[src/rtl/asrx_pkg.sv]
package asrx_pkg;
  typedef enum logic [2:0] {
    S_HUNT,
    S_START,
    S_DATA,
    S_PAR,
    S_STOP1,
    S_STOP2,
    S_WAITHI
  } rx_state_t;
endpackage

[src/rtl/asrx_baud.sv]
module asrx_baud #(
  parameter int DIV_W = 12
) (
  input  logic             clk,
  input  logic             rst,
  input  logic [DIV_W-1:0] div_val,
  output logic             tick
);
  logic [DIV_W-1:0] cnt;

  always_ff @(posedge clk) begin
    if (rst) begin
      cnt  <= '0;
      tick <= 1'b0;
    end else begin
      tick <= (cnt == div_val);
      if (cnt == div_val) cnt <= '0;
      else                cnt <= cnt + 1'b1;
    end
  end
endmodule

[src/rtl/asrx_sync.sv]
module asrx_sync #(
  parameter int STAGES = 2
) (
  input  logic clk,
  input  logic rst,
  input  logic d_in,
  output logic d_out
);
  logic [STAGES-1:0] chain;

  genvar g;
  generate
    for (g = 0; g < STAGES; g++) begin : g_stage
      if (g == 0) begin : g_first
        always_ff @(posedge clk) begin
          if (rst) chain[0] <= 1'b1;
          else     chain[0] <= d_in;
        end
      end else begin : g_rest
        always_ff @(posedge clk) begin
          if (rst) chain[g] <= 1'b1;
          else     chain[g] <= chain[g-1];
        end
      end
    end
  endgenerate

  assign d_out = chain[STAGES-1];
endmodule

[src/rtl/asrx_frame.sv]
module asrx_frame
  import asrx_pkg::*;
#(
  parameter int DATA_W = 8,
  parameter int OVS    = 16
) (
  input  logic              clk,
  input  logic              rst,
  input  logic              tick,
  input  logic              rxd_s,
  input  logic              blocked,
  input  logic              cfg_short,
  input  logic              cfg_par_en,
  input  logic              cfg_par_odd,
  input  logic              cfg_two_stop,
  output logic              done,
  output logic [DATA_W-1:0] done_data,
  output logic              done_perr,
  output logic              done_ferr
);
  localparam int SW = $clog2(OVS);
  localparam int BW = $clog2(DATA_W);
  localparam logic [SW-1:0] LAST_S = SW'(OVS - 1);
  localparam logic [SW-1:0] MID_S  = SW'(OVS / 2 - 1);
  localparam logic [BW-1:0] IDX_L  = BW'(DATA_W - 1);
  localparam logic [BW-1:0] IDX_S  = BW'(DATA_W - 2);

  rx_state_t         state;
  logic [SW-1:0]     scnt;
  logic [BW-1:0]     bitn;
  logic [DATA_W-1:0] shreg;
  logic              pbit;
  logic [DATA_W-1:0] frame_data;
  logic [BW-1:0]     last_idx;
  logic              at_end;
  logic [SW-1:0]     scnt_nx;

  assign frame_data = cfg_short ? {1'b0, shreg[DATA_W-1:1]} : shreg;
  assign last_idx   = cfg_short ? IDX_S : IDX_L;
  assign at_end     = (scnt == LAST_S);
  assign scnt_nx    = at_end ? '0 : scnt + 1'b1;

  always_ff @(posedge clk) begin
    if (rst) begin
      state     <= S_HUNT;
      scnt      <= '0;
      bitn      <= '0;
      shreg     <= '0;
      pbit      <= 1'b0;
      done      <= 1'b0;
      done_data <= '0;
      done_perr <= 1'b0;
      done_ferr <= 1'b0;
    end else begin
      done <= 1'b0;
      case (state)
        S_HUNT: begin
          if (tick && !blocked && !rxd_s) begin
            state <= S_START;
            scnt  <= '0;
          end
        end
        S_START: begin
          if (tick) begin
            if (scnt == MID_S) begin
              scnt  <= '0;
              bitn  <= '0;
              state <= rxd_s ? S_HUNT : S_DATA;
            end else begin
              scnt <= scnt + 1'b1;
            end
          end
        end
        S_DATA: begin
          if (tick) begin
            scnt <= scnt_nx;
            if (at_end) begin
              shreg <= {rxd_s, shreg[DATA_W-1:1]};
              if (bitn == last_idx) state <= cfg_par_en ? S_PAR : S_STOP1;
              else                  bitn  <= bitn + 1'b1;
            end
          end
        end
        S_PAR: begin
          if (tick) begin
            scnt <= scnt_nx;
            if (at_end) begin
              pbit  <= rxd_s;
              state <= S_STOP1;
            end
          end
        end
        S_STOP1: begin
          if (tick) begin
            scnt <= scnt_nx;
            if (at_end) begin
              done      <= 1'b1;
              done_data <= frame_data;
              done_perr <= cfg_par_en & ((^frame_data) ^ pbit ^ cfg_par_odd);
              done_ferr <= ~rxd_s;
              state     <= cfg_two_stop ? S_STOP2 : S_WAITHI;
            end
          end
        end
        S_STOP2: begin
          if (tick) begin
            scnt <= scnt_nx;
            if (at_end) state <= S_WAITHI;
          end
        end
        S_WAITHI: begin
          if (rxd_s) state <= S_HUNT;
        end
        default: state <= S_HUNT;
      endcase
    end
  end
endmodule

[src/rtl/asrx_status.sv]
module asrx_status #(
  parameter int DATA_W = 8
) (
  input  logic              clk,
  input  logic              rst,
  input  logic              done,
  input  logic [DATA_W-1:0] done_data,
  input  logic              done_perr,
  input  logic              done_ferr,
  input  logic              rd_strobe,
  input  logic              clr_ovr,
  input  logic              clr_par,
  input  logic              clr_frm,
  output logic [DATA_W-1:0] rdata,
  output logic              rx_full,
  output logic              err_ovr,
  output logic              err_par,
  output logic              err_frm,
  output logic              blocked
);
  logic load;
  assign load    = done & ~rx_full;
  assign blocked = err_ovr | err_par | err_frm;

  always_ff @(posedge clk) begin
    if (rst) begin
      rdata   <= '0;
      rx_full <= 1'b0;
      err_ovr <= 1'b0;
      err_par <= 1'b0;
      err_frm <= 1'b0;
    end else begin
      if (load) rdata <= done_data;

      if (load)           rx_full <= 1'b1;
      else if (rd_strobe) rx_full <= 1'b0;

      if (done && rx_full) err_ovr <= 1'b1;
      else if (clr_ovr)    err_ovr <= 1'b0;

      if (done && done_perr) err_par <= 1'b1;
      else if (clr_par)      err_par <= 1'b0;

      if (done && done_ferr) err_frm <= 1'b1;
      else if (clr_frm)      err_frm <= 1'b0;
    end
  end
endmodule

[src/rtl/asrx_top.sv]
module asrx_top #(
  parameter int DATA_W = 8,
  parameter int OVS    = 16,
  parameter int DIV_W  = 12,
  parameter int SYNC   = 2
) (
  input  logic              clk,
  input  logic              rst,
  input  logic              rxd_in,
  input  logic [DIV_W-1:0]  div_val,
  input  logic              cfg_short,
  input  logic              cfg_par_en,
  input  logic              cfg_par_odd,
  input  logic              cfg_two_stop,
  input  logic              rd_strobe,
  input  logic              clr_ovr,
  input  logic              clr_par,
  input  logic              clr_frm,
  output logic [DATA_W-1:0] rdata,
  output logic              rx_full,
  output logic              err_ovr,
  output logic              err_par,
  output logic              err_frm,
  output logic              rxd_level
);
  logic              tick;
  logic              rxd_s;
  logic              blocked;
  logic              fr_done;
  logic [DATA_W-1:0] fr_data;
  logic              fr_perr;
  logic              fr_ferr;

  asrx_baud #(.DIV_W(DIV_W)) u_baud (
    .clk(clk), .rst(rst), .div_val(div_val), .tick(tick)
  );

  asrx_sync #(.STAGES(SYNC)) u_sync (
    .clk(clk), .rst(rst), .d_in(rxd_in), .d_out(rxd_s)
  );

  asrx_frame #(.DATA_W(DATA_W), .OVS(OVS)) u_frame (
    .clk(clk), .rst(rst), .tick(tick), .rxd_s(rxd_s), .blocked(blocked),
    .cfg_short(cfg_short), .cfg_par_en(cfg_par_en),
    .cfg_par_odd(cfg_par_odd), .cfg_two_stop(cfg_two_stop),
    .done(fr_done), .done_data(fr_data),
    .done_perr(fr_perr), .done_ferr(fr_ferr)
  );

  asrx_status #(.DATA_W(DATA_W)) u_status (
    .clk(clk), .rst(rst), .done(fr_done), .done_data(fr_data),
    .done_perr(fr_perr), .done_ferr(fr_ferr), .rd_strobe(rd_strobe),
    .clr_ovr(clr_ovr), .clr_par(clr_par), .clr_frm(clr_frm),
    .rdata(rdata), .rx_full(rx_full), .err_ovr(err_ovr),
    .err_par(err_par), .err_frm(err_frm), .blocked(blocked)
  );

  assign rxd_level = rxd_s;
endmodule

[config.mk]
export PLATFORM = sky130hd
export DESIGN_NAME = asrx_top
export DESIGN_NICKNAME = d
export VERILOG_FILES = /design/src/rtl/asrx_pkg.sv /design/src/rtl/asrx_baud.sv /design/src/rtl/asrx_sync.sv /design/src/rtl/asrx_frame.sv /design/src/rtl/asrx_status.sv /design/src/rtl/asrx_top.sv
export SDC_FILE = /design/constraint.sdc
export NUM_CORES = 1
export LEC_CHECK = 0
export BUFFER_PORTS_ARGS = -buffer_cell sky130_fd_sc_hd__buf_2
export CAP_MARGIN = 5
export CORE_UTILIZATION = 49
export DETAILED_ROUTE_END_ITERATION = 12
export PLACE_DENSITY = 0.69
export REMOVE_ABC_BUFFERS = 1
export SLEW_MARGIN = 25
export SYNTH_ARGS = -nofsm -noshare
export SYNTH_HDL_FRONTEND = slang
export SYNTH_SLANG_ARGS = --single-unit
[constraint.sdc]
create_clock -name clk -period 2.69 [get_ports clk]
set_input_delay 0.269 -clock clk [delete_from_list [all_inputs] [get_ports clk]]
set_output_delay 0.269 -clock clk [all_outputs]
set_load 0.005 [all_outputs]
Word level (Yosys, flattened, before mapping). Cells that the tools add are included.

Register bits: 57. Input port bits: 23. Output and inout bits: 13.

Add/sub/neg operators: 3. Equality and inequality tests: 25. Multiplexer cells: 40. Bitwise logic cells: 10. Reductions and logical operators: 24.

Operators by type and width (count): 3-bit 2-to-1 mux (19); 3-bit case mux with 7 select lines (1); 4-bit 2-to-1 mux (5); 2-bit by 1-bit != test with 1-bit output, second input constant (8); 2-bit != test, second input constant (7); 13-bit AND reduction (1); 12-bit by 1-bit adder with 12-bit output, second input constant (1); 12-bit equality test (1); 4-bit case mux with 3 select lines (1); 1-bit 2-to-1 mux (10); 2-bit nonzero test (5); 3-bit equality test, second input constant (3); 3-bit AND reduction (3); 8-bit 2-to-1 mux (1); 8-bit parity (1); 3-bit by 2-bit equality test with 1-bit output, second input constant (2); 3-bit case mux with 2 select lines (1); 6-bit AND reduction (1); 1-bit logical AND (5); 4-bit by 1-bit adder with 4-bit output, second input constant (1); 4-bit by 3-bit equality test with 1-bit output, second input constant (1); 4-bit equality test, second input constant (1); 2-bit 2-to-1 mux (2); 1-bit NOT (4); other kinds (13) (17).

Logic depth before layout (Yosys ltp). Gate-level depths: netlist of the first run.

Depth after elaboration: 7. Depth in mapped cells: 6. Depth with buffers taken out: 6.

By module. From an unflattened synthesis of the first run, not the netlist that was laid out.

Cell total of the unflattened synthesis: 327. Area, all modules: 2890.3 um^2.

Modules (own cells, without submodules): asrx_frame (instances 1, cells an instance 198, area an instance 1656.6 um^2, seq. area each 600.6 um^2); asrx_baud (instances 1, cells an instance 72, area an instance 654.4 um^2, seq. area each 260.2 um^2); asrx_status (instances 1, cells an instance 53, area an instance 526.8 um^2, seq. area each 240.2 um^2); asrx_sync (instances 1, cells an instance 4, area an instance 52.6 um^2, seq. area each 40.0 um^2).

Least setup slack after synthesis of the first run. Ideal clock, no wire load.

Kind: flip-flop to flip-flop. Start: reg u_frame.scnt[0]. End: reg u_frame.state[1]. Setup time: 0.122 ns. Arrival: 1.638 ns. Required time: 2.568 ns. Path slack: 0.930 ns. Stages on the path, launching flop included: 7. Path buffers: 0. Clock period less this slack: 1.760 ns. Path through: dfxtp_1 > ha_1 > nand4_1 > a21oi_1 > o22ai_1 > a31o_2 > o31a_2.

Longest elaborated chain between the ends: 3. Elaborated cells on any way between the ends: 8. Those cells by class: 7 x eq/ne; 1 x reduce/logical.

Ends and longest elaborated chain: start: declaration (RTL line asrx_frame.sv:29) `logic [SW-1:0] scnt;`; start signal: assignment (RTL line asrx_frame.sv:70) `scnt <= scnt + 1'b1;`; start signal: assignment (RTL line asrx_frame.sv:76) `scnt <= scnt_nx;`; start signal: assignment (RTL line asrx_frame.sv:86) `scnt <= scnt_nx;`; 4-bit equality test / 4-bit by 3-bit equality test with 1-bit output (equally long branches) (RTL line asrx_frame.sv:40, asrx_frame.sv:65); 2-bit by 1-bit != test with 1-bit output (no source line); 13-bit AND reduction (no source line) (*); end signal: assignment (RTL line asrx_frame.sv:68) `state <= rxd_s ? S_HUNT : S_DATA;`; end signal: assignment (RTL line asrx_frame.sv:79) `if (bitn == last_idx) state <= cfg_par_en ? S_PAR : S_STOP1;`; end signal: assignment (RTL line asrx_frame.sv:101) `state <= cfg_two_stop ? S_STOP2 : S_WAITHI;`; end: declaration (RTL line asrx_frame.sv:28) `rx_state_t state;`.

Every way passes the cells marked *; elsewhere a longest branch is shown, timed or not. A chain may end at the register's enable or synchronous reset.

Final worst setup path of the first run.
Start: reg u_frame.state[1]. End: reg u_frame.bitn[1].

Longest elaborated chain between the ends: 3. Elaborated cells on any way between the ends: 10. Those cells by class: 7 x eq/ne; 1 x mux; 2 x reduce/logical.

Ends and longest elaborated chain: 3-bit by 2-bit equality test with 1-bit output / 3-bit by 1-bit equality test with 1-bit output (equally long branches) (RTL line asrx_frame.sv:56) `case (state)`; 2-bit by 1-bit != test with 1-bit output (no source line), or another cell as far along; 6-bit AND reduction (no source line); end signal: assignment (RTL line asrx_frame.sv:80) `else bitn <= bitn + 1'b1;`; end: declaration (RTL line asrx_frame.sv:30) `logic [BW-1:0] bitn;`.

Several ways; a longest one is shown, not always the timed one.

==> results of run 1 <==
power groups by stage:
| stage | clock, mW | combinational (mW) | sequential, mW |
|---|---|---|---|
| after floorplan | 0 | 0.227 | 0.921 |
| after global placement | 0 | 0.295 | 0.936 |
| after detailed placement | 0 | 0.298 | 0.939 |
| after CTS | 0.799 | 0.299 | 0.920 |
| after global routing | 0.840 | 0.333 | 0.925 |
| final | 0.772 | 0.298 | 0.921 |
cells in the final DEF (no fill, tap or decap), drive strengths merged, types with 8 or more instances in the layout:
master and n:
and3 8, nand2b 9, nor2 45, a211oi 9, xnor2 11, nand3 10
clkbuf 13, xor2 20, dfxtp 57, mux2i 16, nand2 36, buf 36
a21oi 23
layout make-up:
cell class,count,area share
clock buffers,13,0.0472
clock inverters,3,0.0127
inverters,6,0.00713
multi-input cells,241,0.485
flip-flops and latches,57,0.361
well taps,72,0.0285
repair buffers,36,0.0579
layer usage:
metal / share of wire / wire length (µm)
met5: 0 / 0
met4: 0.021 / 106
met3: 0.043 / 221
met2: 0.44 / 2290
met1: 0.49 / 2540
critical path, stage by stage, from the launching register on:
cell and delay [ns]:
dfxtp_1 0.68, or2b_2 0.39, a311oi_1 0.25, o21a_1 0.25
mux2i_1 0.20, nor2_1 0.05
logic make-up after synthesis:
family                   after synthesis
AND/OR/NAND/NOR                      137
flip-flops                            57
AO/OA/AOI/OAI                         52
XOR/XNOR                              32
buffers and inverters                 21
multiplexers                          17
adder cells (fa/ha/maj)                3
state kept, by name, summed over array words and instances (netlist names):
name / flops
u_baud.cnt: 12
u_frame.done_data: 8
u_frame.shreg: 8
u_status.rdata: 8
u_frame.scnt: 4
u_frame.bitn: 3
u_frame.state: 3
u_baud.tick: 1
u_frame.done: 1
u_frame.done_ferr: 1
u_frame.done_perr: 1
u_frame.pbit: 1
u_status.err_frm: 1
u_status.err_ovr: 1
u_status.err_par: 1
u_status.rx_full: 1
u_sync.chain: 1
u_sync.d_out: 1
per-stage QoR:
stage	util	setup slack (ns)	cell area (µm²)	hold slack, ns
after global routing	0.573	0.546	3160	0.112
after detailed placement	0.539	0.760	2970	0.399
after floorplan	-	0.930	2700	0.338
final	0.573	0.736	3160	0.123
after CTS	0.573	0.739	3160	0.108
after global placement	0.539	0.801	2970	0.391
worst paths after layout:
path / depth (start not counted) / startpoint / endpoint
max: 5 / u_frame.state[1] / u_frame.bitn[1]
min: 2 / rxd_in / u_sync.chain[0]
max reg2reg: 5 / u_frame.state[1] / u_frame.bitn[1]
min reg2reg: 1 / u_sync.chain[0] / u_sync.d_out
==> results by group, run 1 <==
Timing
  – Post-layout minimum cycle time: about 2.0 ns
  – Clock Skews: between 0.009 and 0.01 ns
  – Hold violation count in the final report: 0
  – Transition time at the pin with the least slew margin: 0.569 ns
  – Setup repair after global routing missed its margin: false
  – Final Max Slew Viols: 0
  – Number of failing setup endpoints in the final timing report: 0
  – Ratio of final minimum period to clock period: 0.727
  – Tightest slew margin relative to the limit: 0.620
  – Fmax: just over 500 MHz
  – Total Neg Setup Slack: 0 ns

Pwr
  – Power per cell area: 631 nW/µm²
  – Reported leakage power: ~1.2 nW
  – Share of power burned in registers: 0.463
  – Worst IR drop on VDD: 336 µV
  – Switch share: 0.270
  – Internal power consumption: 1.45 mW
  – Clock share of power: 0.388
  – Part of the power in combinational logic: 0.149
  – Switching power: ~0.54 mW
  – Overall power after layout: approximately 2.0 mW

Critical path
  – CP startpoint kind: register
  – Crit Path Max Fanout: 19
  – Data arrival time of the worst path: 2.16 ns
  – Setup slack on the worst flop-to-flop path: between 0.7 and 0.8 ns
  – Worst Setup End Kind: register
  – Critical path type: register to register
  – Critical path data required time: ~2.9 ns

Placement
  – Port buffer count: 35
  – HPWL after detailed placement: 3630 µm
  – # placed instances: about 410
  – RePlAce Congestion: 0.917

Synth
  – Post-synthesis compound-gate area fraction: 0.125
  – Register bit count reported by yosys: 57
  – Portion of the post-synthesis area used by sequential elements: 0.406
  – Mean cell area of the mapped netlist: roughly 8.8 µm²
  – Fraction of registers with async set/reset: 0
  – Top cell type's share of synthesized area: 0.406
  – Largest cells by area after synthesis: dfxtp_1, xor2_1, nor2_1, mux2i_1, nand2_1
  – Number of synthesized flops with an enable pin: 0
  – Post-synthesis share of cell area spent on full adders, half adders and majority gates: 0.0134
  – Fraction of synthesized area in multiplexers: 0.0610
  – Top post-synthesis cells by count: dfxtp_1, nor2_1, nand2_1
  – Biggest area consumer among synthesized cells: dfxtp_1
  – Yosys warning count: 0
  – Post-synth cell types: 50
  – Leading cell type by number of instances after synthesis: dfxtp_1
  – Synth Area in XOR/XNOR: 0.105
  – Share of synthesized cell area in and, or, nand and nor gates: 0.241
  – Summed instance area of the synthesized netlist: 2810 µm²
  – Count of mapped cells out of synthesis: 319
  – Most used flip-flop cell after synthesis: dfxtp_1
  – Dominant combinational cell family by area after synthesis: simple AND/OR/NAND/NOR gates

Final layout
  – Area growth from synthesis to layout: 12.3%
  – Combined area of the multi-input logic cells: 1530 µm²
  – Area taken by flip-flops and latches: 1140 µm²
  – Fill cell total of the finished layout: 524
  – Number of antenna diodes: 0
  – # nets final: 377
  – Share of cells above drive strength 1: 0.177
  – Cell Count, Final, Fillers Out: 428

GRT
  – Met3 track demand over resource: 0.0576
  – Total gr overflow: 0
  – Most Used Layer, Global Route: met2
  – Aggregate global-route resource usage: 0.186
  – Initial antenna violation count: 0
  – Vias in the first global route: slightly below 2000
  – Maximum number of pins on one net before global-route repair: 38
  – Met2 Usage GRT: 0.281
  – First-pass GRT wire length: 8600 µm
  – Routing usage on met1: 0.230

Floorplanning
  – Total Die Area: 6040 µm²
  – Initial Utilization: 0.511
  – Core area: 5510 µm²
  – Chip Height: 77.7 µm
  – Count of boundary I/O pins: 36
  – Row count: 27
  – Chip Width: ~78 µm

Route
  – Count of vias placed by the detailed router: 2209
  – Number of routed nets with antenna violations: 0
  – Number of detailed-routing iterations run before antenna repair: 4
  – Average detailed-routed wire length per instance: 12.0 µm
  – Drt first-iter violations: 66
  – Detailed Route WL: 5150 µm
  – Number of vias per cell after detailed routing: 5.16
  – Number of remaining DRC errors: 0

Clock network
  – Setup Buffers After CTS: 0
  – Inserted Clock Buffers: 9
  – Root buffer cell: clkbuf_8
  – Number of levels in the clock H-tree: 3
  – Worst skew pair latency: 0.33 ns
  – TritonCTS clock tree: built
  – Clk sink count: 57
  – Clock buffer depth: 2
  – Count of instances resized after the clock tree is built: 0
  – Reg clk slew, reported paths: roughly 0.070 ns
  – Post-CTS Hold Fix Bufs: 0

Outcome
  – Result of the run: completed

Flow run
  – # Max-Cap Violations: 0

Hold path
  – Worst min-delay path class: input pin to register
Power figures use the tool's default switching activity.
==> run 2: changes to the inputs <==
==> constraint.sdc (replaced) <==
create_clock -name clk -period 1.8 [get_ports clk]
set_input_delay 0.18 -clock clk [delete_from_list [all_inputs] [get_ports clk]]
set_output_delay 0.18 -clock clk [all_outputs]
set_load 0.005 [all_outputs]
==> run 2 against run 1 <==
Against the previous run: cell count rose by 2.8%; core utilization rose by 3.6 points; fmax rose by 12%; sequential cell count did not move; global-route usage rose by 0.81 points; sequential share of layout area fell by 1.9 points; setup slack got worse by 0.68 ns; via count rose by 4.1%; non-clock buffer count rose by 12; critical path type unchanged; largest power group is now the clock network.
==> results by group, run 2 (synthesized netlist as in run 1, its figures left out) <==
Outcome
  – Result of the run: completed

Route
  – Number of vias per cell after detailed routing: 5.23 (+1.2%)
  – Number of detailed-routing iterations run before antenna repair: 5 (+1)
  – Number of routed nets with antenna violations: 0 (unchanged)
  – Average detailed-routed wire length per instance: 12.5 µm (+4.2%)
  – Detailed Route WL: 5520 µm (+7.1%)
  – Number of remaining DRC errors: 0 (unchanged)
  – Count of vias placed by the detailed router: 2299 (+4.1%)
  – Drt first-iter violations: 76 (+15%)

Final layout
  – Share of cells above drive strength 1: 0.234 (+0.0567)
  – Most used cells in the layout excluding fill and tap cells: dfxtp_1, nor2_1, nand2_1, buf_2, a21oi_1
  – Commonest non-fill, non-tap cell in the layout: dfxtp_1
  – # nets final: 389 (+3.2%)
  – Finished Core Util: 0.610 (+0.0364)
  – Register with the most flip-flops: u_baud.cnt
  – Max reg flops: 12 (unchanged)
  – Fill cell total of the finished layout: 486 (-7.3%)
  – Number of antenna diodes: 0 (unchanged)
  – Area growth from synthesis to layout: 19.4%

Clock network
  – Post-CTS Hold Fix Bufs: 0 (unchanged)
  – Inserted Clock Buffers: 9 (unchanged)
  – Clk sink count: 57 (unchanged)
  – Root buffer cell: clkbuf_8
  – Number of levels in the clock H-tree: 3 (unchanged)
  – Reg clk slew, reported paths: 0.07 ns (about the same)
  – TritonCTS clock tree: built
  – Worst skew pair latency: 0.33 ns (about the same)
  – Clock buffer depth: 2 (unchanged)

Pwr
  – Clock share of power: 0.420 (+0.032)
  – Reported leakage power: 1.30 nW (+6.5%)
  – Worst IR drop on VDD: 537 µV (+60%)
  – Switching power: 0.869 mW (+62%)
  – Part of the power in combinational logic: 0.170 (+0.021)
  – Share of power burned in registers: 0.411 (-0.052)
  – Switch share: 0.267 (-0.00282)
  – Internal power consumption: 2.39 mW (+64%)
  – Power per cell area: 970 nW/µm² (+54%)

Timing
  – Final Max Slew Viols: 0 (unchanged)
  – Post-layout minimum cycle time: 1.75 ns (-0.208 ns)
  – Hold violation count in the final report: 0 (unchanged)
  – Tightest slew margin relative to the limit: 0.681 (+0.0610)
  – Transition time at the pin with the least slew margin: 0.478 ns (-0.0916 ns)
  – Number of failing setup endpoints in the final timing report: 0 (unchanged)
  – Clock Skews: 0.00642 ns (-0.00320 ns)
  – Setup repair after global routing missed its margin: true
  – Ratio of final minimum period to clock period: 0.970 (+0.244)
  – Total Neg Setup Slack: 0 ns (unchanged)
  – Fmax: 573 MHz (+12%)

Critical path
  – Critical Path, Cell by Cell: ha_4 -> and3_4 -> a2bb2oi_2 -> o22ai_4 -> or4_1 -> o32ai_1
  – Worst Setup End Kind: register
  – Crit Path Max Fanout: 6 (-13)
  – Critical path type: register to register
  – Beginning of the worst register-to-register path: u_frame.scnt[0]
  – Critical path buffers and inverters: 0 (unchanged)
  – Cell type group with the largest total delay on the critical path: simple AND/OR/NAND/NOR gates
  – Cell with the biggest individual delay on the critical path: or4_1
  – Data arrival time of the worst path: 1.99 ns (-0.17 ns)
  – CP startpoint kind: register
  – Critical path data required time: 2.04 ns (-0.85 ns)
  – Largest stage delay, worst path: 0.49 ns (-0.19 ns)
  – Launching element of the worst setup path: u_frame.scnt[0]

Flow run
  – # Max-Cap Violations: 0 (unchanged)

GRT
  – Initial antenna violation count: 0 (unchanged)
  – Met3 track demand over resource: 0.0565 (-0.00118)
  – Maximum number of pins on one net before global-route repair: 31 (-18%)
  – First-pass GRT wire length: 9060 µm (+5.3%)
  – Met2 Usage GRT: 0.308 (+0.0274)
  – Total gr overflow: 0 (unchanged)
  – Routing usage on met1: 0.236 (+0.00600)
  – Vias in the first global route: 2074 (+5.2%)
  – Aggregate global-route resource usage: 0.194 (+0.00806)
  – Most Used Layer, Global Route: met2

Hold path
  – Hold path startpoint: rxd_in
  – Worst min-delay path class: input pin to register

Placement
  – RePlAce Congestion: 0.872 (-4.9%)
  – HPWL after detailed placement: 3970 µm (+9.4%)
  – Port buffer count: 35 (unchanged)

Floorplanning
  – Total Die Area: 6040 µm² (unchanged)
  – Chip Width: 77.7 µm (unchanged)
  – Row count: 27 (unchanged)
  – Chip Height: 77.7 µm (unchanged)
  – Initial Utilization: 0.511 (unchanged)
  – Count of boundary I/O pins: 36 (unchanged)
  – Core area: 5510 µm² (unchanged)
==> run 2: cell types whose count changed in the layout (fill, tap and decap cells not counted), moves of 2 or more <==
cell	previous run	this run
buf_4	1	11
dfxtp_2	0	3
buf_12	0	2
clkbuf_1	3	0
dfxtp_1	57	53
==> run 2: cell type report <==
cell class / instances / area [µm²] / area share
Multi-Input combinational cell: 241 / 1570 / 0.467
Sequential cell: 57 / 1150 / 0.342
Timing Repair Buffer: 48 / 298 / 0.0887
Clock buffer: 11 / 151 / 0.0451
Tap cell: 72 / 90.1 / 0.0268
Clock inverter: 5 / 77.6 / 0.0231
Inverter: 6 / 22.5 / 0.00671
==> run 2: final timing paths <==
path                                          to  slack (ns)  depth (start not counted)
worst max-delay path            u_frame.state[0]        0.05                          6
worst min-delay path             u_sync.chain[0]        0.03                          2
worst max register to register  u_frame.state[0]        0.05                          6
worst min register to register      u_sync.d_out        0.40                          1
==> run 2: repair_timing <==
| item | CTS | global route |
|---|---|---|
| resized for setup | 3 | 10 |
| cloned | 0 | 0 |
| buffers inserted | 0 | 0 |
| setup endpoints to repair | 2 | 7 |
| endpoints found under the hold margin | 0 | 0 |
==> run 2: routing by layer <==
metal / wire [µm] / share of wire / vias to the layer above
met2: 2620 / 0.47 / 51
met5: 0 / 0 / -
met3: 263 / 0.048 / 6
li1: - / - / 1191
met1: 2570 / 0.47 / 1051
met4: 61 / 0.011 / 0
==> run 2: worst reg2reg max path, stage by stage (launching register included) <==
cell,delay (ns)
dfxtp_4,0.38
ha_4,0.17
and3_4,0.20
a2bb2oi_2,0.19
o22ai_4,0.11
or4_1,0.49
o32ai_1,0.13
==> run 2: metrics by stage <==
step,power (mW),std cells,worst slack (ns),area [µm²],hold slack (ns)
final,3.26,440,0.0537,3360,0.0304
after CTS,3.24,440,0.0381,3330,0.0165
after floorplan,1.72,304,0.0397,2700,0.249
after global placement,1.87,424,0.0146,3080,0.365
after global routing,3.40,440,-0.00498,3360,0.0271
after detailed placement,1.88,424,-0.0701,3080,0.365
==> run 2: power groups by stage <==
stage                     Sequential, mW  Clock (mW)  Combinational [mW]
after floorplan                     1.38           0               0.339
after global placement              1.36           0               0.506
after detailed placement            1.36           0               0.515
after CTS                           1.34        1.39               0.517
after global routing                1.34        1.44               0.610
final                               1.34        1.37               0.552
==> run 3: changes to the inputs <==
--- a/config.mk
+++ b/config.mk
@@ -5,6 +5,7 @@
 export SDC_FILE = /design/constraint.sdc
 export NUM_CORES = 1
 export LEC_CHECK = 0
+export ABC_AREA = 1
 export BUFFER_PORTS_ARGS = -buffer_cell sky130_fd_sc_hd__buf_2
 export CAP_MARGIN = 5
 export CORE_UTILIZATION = 49
==> run 3 against run 2 <==
Against the previous run: clock power fell by 30%; global-route usage rose by 1.3 points; die area fell by 0.22%; clock skew fell by 0.00070 ns; critical path depth fell by 1; synthesized cell count rose by 24%; sequential cell count did not move; cell count rose by 16%; critical endpoint is now u_baud.cnt[9].
==> results by group, run 3 <==
Outcome
  – Result of the run: completed

Final layout
  – Share of cells above drive strength 1: 0.180 (-0.0542)
  – Register with the most flip-flops: u_baud.cnt
  – Max reg flops: 12 (unchanged)
  – Area growth from synthesis to layout: 14.9%
  – Cell Count, Final, Fillers Out: 512 (+16%)
  – Commonest non-fill, non-tap cell in the layout: nand2_1
  – Finished Core Util: 0.585 (-0.0245)
  – Number of antenna diodes: 0 (unchanged)
  – Fill cell total of the finished layout: 551 (+13%)
  – # nets final: 463 (+19%)
  – Most used cells in the layout excluding fill and tap cells: nand2_1, dfxtp_1, inv_1, nor2_1, a21oi_1

Synth
  – Most used flip-flop cell after synthesis: dfxtp_1
  – Fraction of registers with async set/reset: 0 (unchanged)
  – Dominant combinational cell family by area after synthesis: simple AND/OR/NAND/NOR gates
  – Top cell type's share of synthesized area: 0.407 (+0.000905)
  – Top post-synthesis cells by count: nand2_1, dfxtp_1, inv_1
  – Post-synthesis share of cell area spent on full adders, half adders and majority gates: 0.0134 (+0.0000298)
  – Mean cell area of the mapped netlist: 7.12 µm² (-19%)
  – Number of synthesized flops with an enable pin: 0 (unchanged)
  – Post-synth cell types: 33 (-34%)
  – Yosys warning count: 0 (unchanged)
  – Register bit count reported by yosys: 57 (unchanged)
  – Largest cells by area after synthesis: dfxtp_1, nand2_1, a21oi_1, inv_1, xor2_1
  – Count of mapped cells out of synthesis: 394 (+24%)
  – Synth Area in XOR/XNOR: 0.0749 (-0.0297)
  – Portion of the post-synthesis area used by sequential elements: 0.407 (+0.000905)
  – Post-synthesis compound-gate area fraction: 0.153 (+0.0288)
  – Summed instance area of the synthesized netlist: 2810 µm² (-0.22%)
  – Biggest area consumer among synthesized cells: dfxtp_1
  – Fraction of synthesized area in multiplexers: 0 (-0.0610)
  – Leading cell type by number of instances after synthesis: nand2_1
  – Share of synthesized cell area in and, or, nand and nor gates: 0.258 (+0.0166)

Critical path
  – Crit Path Max Fanout: 12 (+6)
  – CP startpoint kind: register
  – Data arrival time of the worst path: 1.85 ns (-0.14 ns)
  – Worst Setup End Kind: register
  – Critical path type: register to register
  – Critical path data required time: 2.00 ns (-0.04 ns)

Timing
  – Fmax: 606 MHz (+5.9%)
  – Hold violation count in the final report: 0 (unchanged)
  – Clock Skews: 0.00572 ns (-0.000700 ns)
  – Post-layout minimum cycle time: 1.65 ns (-0.0967 ns)
  – Final Max Slew Viols: 0 (unchanged)
  – Ratio of final minimum period to clock period: 0.916 (-0.0537)
  – Tightest slew margin relative to the limit: 0.720 (+0.0394)
  – Worst setup margin: 0.150 ns (+0.0967 ns)
  – Number of failing setup endpoints in the final timing report: 0 (unchanged)
  – Setup repair after global routing missed its margin: false
  – Transition time at the pin with the least slew margin: 0.416 ns (-0.0620 ns)
  – Total Neg Setup Slack: 0 ns (unchanged)

Clock network
  – Worst skew pair latency: 0.32 ns (about the same)
  – Number of levels in the clock H-tree: 3 (unchanged)
  – Reg clk slew, reported paths: 0.06 ns (about the same)
  – Root buffer cell: clkbuf_8
  – Count of instances resized after the clock tree is built: 0 (-3)
  – TritonCTS clock tree: built
  – Clock buffer depth: 2 (unchanged)
  – Post-CTS Hold Fix Bufs: 0 (unchanged)
  – Setup Buffers After CTS: 0 (unchanged)
  – Inserted Clock Buffers: 9 (unchanged)
  – Clk sink count: 57 (unchanged)

Floorplanning
  – Chip Height: 77.7 µm (-0.11%)
  – Count of boundary I/O pins: 36 (unchanged)
  – Total Die Area: 6030 µm² (-0.22%)
  – Core area: 5510 µm² (unchanged)
  – Row count: 27 (unchanged)
  – Initial Utilization: 0.509 (-0.00114)
  – Chip Width: 77.7 µm (-0.11%)

Pwr
  – Internal power consumption: 2.13 mW (-11%)
  – Switching power: 1.13 mW (+30%)
  – Clock share of power: 0.293 (-0.127)
  – Part of the power in combinational logic: 0.276 (+0.106)
  – Reported leakage power: 1.47 nW (+13%)
  – Share of power burned in registers: 0.432 (+0.021)
  – Worst IR drop on VDD: 508 µV (-5.5%)
  – Power per cell area: 1010 nW/µm² (+4.4%)
  – Switch share: 0.347 (+0.0800)

Route
  – Drt first-iter violations: 138 (+82%)
  – Number of routed nets with antenna violations: 0 (unchanged)
  – Number of vias per cell after detailed routing: 4.94 (-5.5%)
  – Average detailed-routed wire length per instance: 11.1 µm (-12%)
  – Number of detailed-routing iterations run before antenna repair: 4 (-1)
  – Count of vias placed by the detailed router: 2529 (+10%)
  – Detailed Route WL: 5670 µm (+2.7%)
  – Number of remaining DRC errors: 0 (unchanged)

Placement
  – Port buffer count: 35 (unchanged)
  – Placement-stage worst setup slack: 0.128 ns (+0.198 ns)
  – # placed instances: 498 (+17%)
  – HPWL after detailed placement: 4140 µm (+4.3%)
  – RePlAce Congestion: 0.880 (+0.97%)

GRT
  – First-pass GRT wire length: 9790 µm (+8.1%)
  – Total gr overflow: 0 (unchanged)
  – Aggregate global-route resource usage: 0.207 (+0.0129)
  – Maximum number of pins on one net before global-route repair: 32 (+3.2%)
  – Initial antenna violation count: 0 (unchanged)
  – Vias in the first global route: 2319 (+12%)

Hold path
  – Worst min-delay path class: input pin to register

Flow run
  – # Max-Cap Violations: 0 (unchanged)
==> run 3: worst paths after layout <==
check	cells after the start	startpoint	endpoint	slack [ns]
max reg2reg	5	u_baud.cnt[8]	u_baud.cnt[9]	0.15
min reg2reg	1	u_sync.chain[0]	u_sync.d_out	0.42
min	2	rxd_in	u_sync.chain[0]	0.04
max	5	u_baud.cnt[8]	u_baud.cnt[9]	0.15
==> run 3: routing by layer <==
layer,GRT usage,vias to the layer above,wire (µm)
li1,-,1350,-
met1,0.254,1128,2780
met2,0.333,47,2620
met3,0.0435,4,212
met4,0.125,0,52
met5,0,-,0
==> run 3: kinds of logic after synthesis <==
group	Yosys count
DFF	57
and+or+nand+nor	162
AOI/OAI and AO/OA	82
buffers and inverters	66
xor gates and xnor gates	24
adders and majority gates	3
==> run 3: power by group through the flow <==
stage | logic (mW) | registers, mW | clock network [mW]
6_report | 0.899 | 1.41 | 0.955
5_1_grt | 1.02 | 1.42 | 1.04
4_1_cts | 0.899 | 1.41 | 0.977
3_5_place_dp | 0.891 | 1.43 | 0
3_3_place_gp | 0.886 | 1.43 | 0
2_1_floorplan | 0.694 | 1.42 | 0
==> run 3: final cells by class <==
class / instances / area [µm²] / share of cell area
timing repair buffer: 42 / 228 / 0.0707
tap: 72 / 90.1 / 0.0280
clock buffer: 10 / 128 / 0.0396
sequential: 57 / 1140 / 0.354
inverter: 56 / 211 / 0.0656
clock inverter: 4 / 22.5 / 0.00699
multi-input combinational: 271 / 1400 / 0.435
==> run 3: worst max-delay path, stage by stage, from the launching register on <==
cell and delay [ns]:
dfxtp_1 0.35, xor2_1 0.17, nor4_1 0.42, nand3_1 0.16, nand2_1 0.34, nor2_1 0.09
==> run 3: through the flow <==
step	hold slack, ns	area (µm²)	total power [mW]
2_1_floorplan	0.242	2750	2.11
3_3_place_gp	0.369	3070	2.32
3_5_place_dp	0.373	3070	2.33
4_1_cts	0.0292	3220	3.28
5_1_grt	0.0343	3220	3.48
6_report	0.0437	3220	3.26
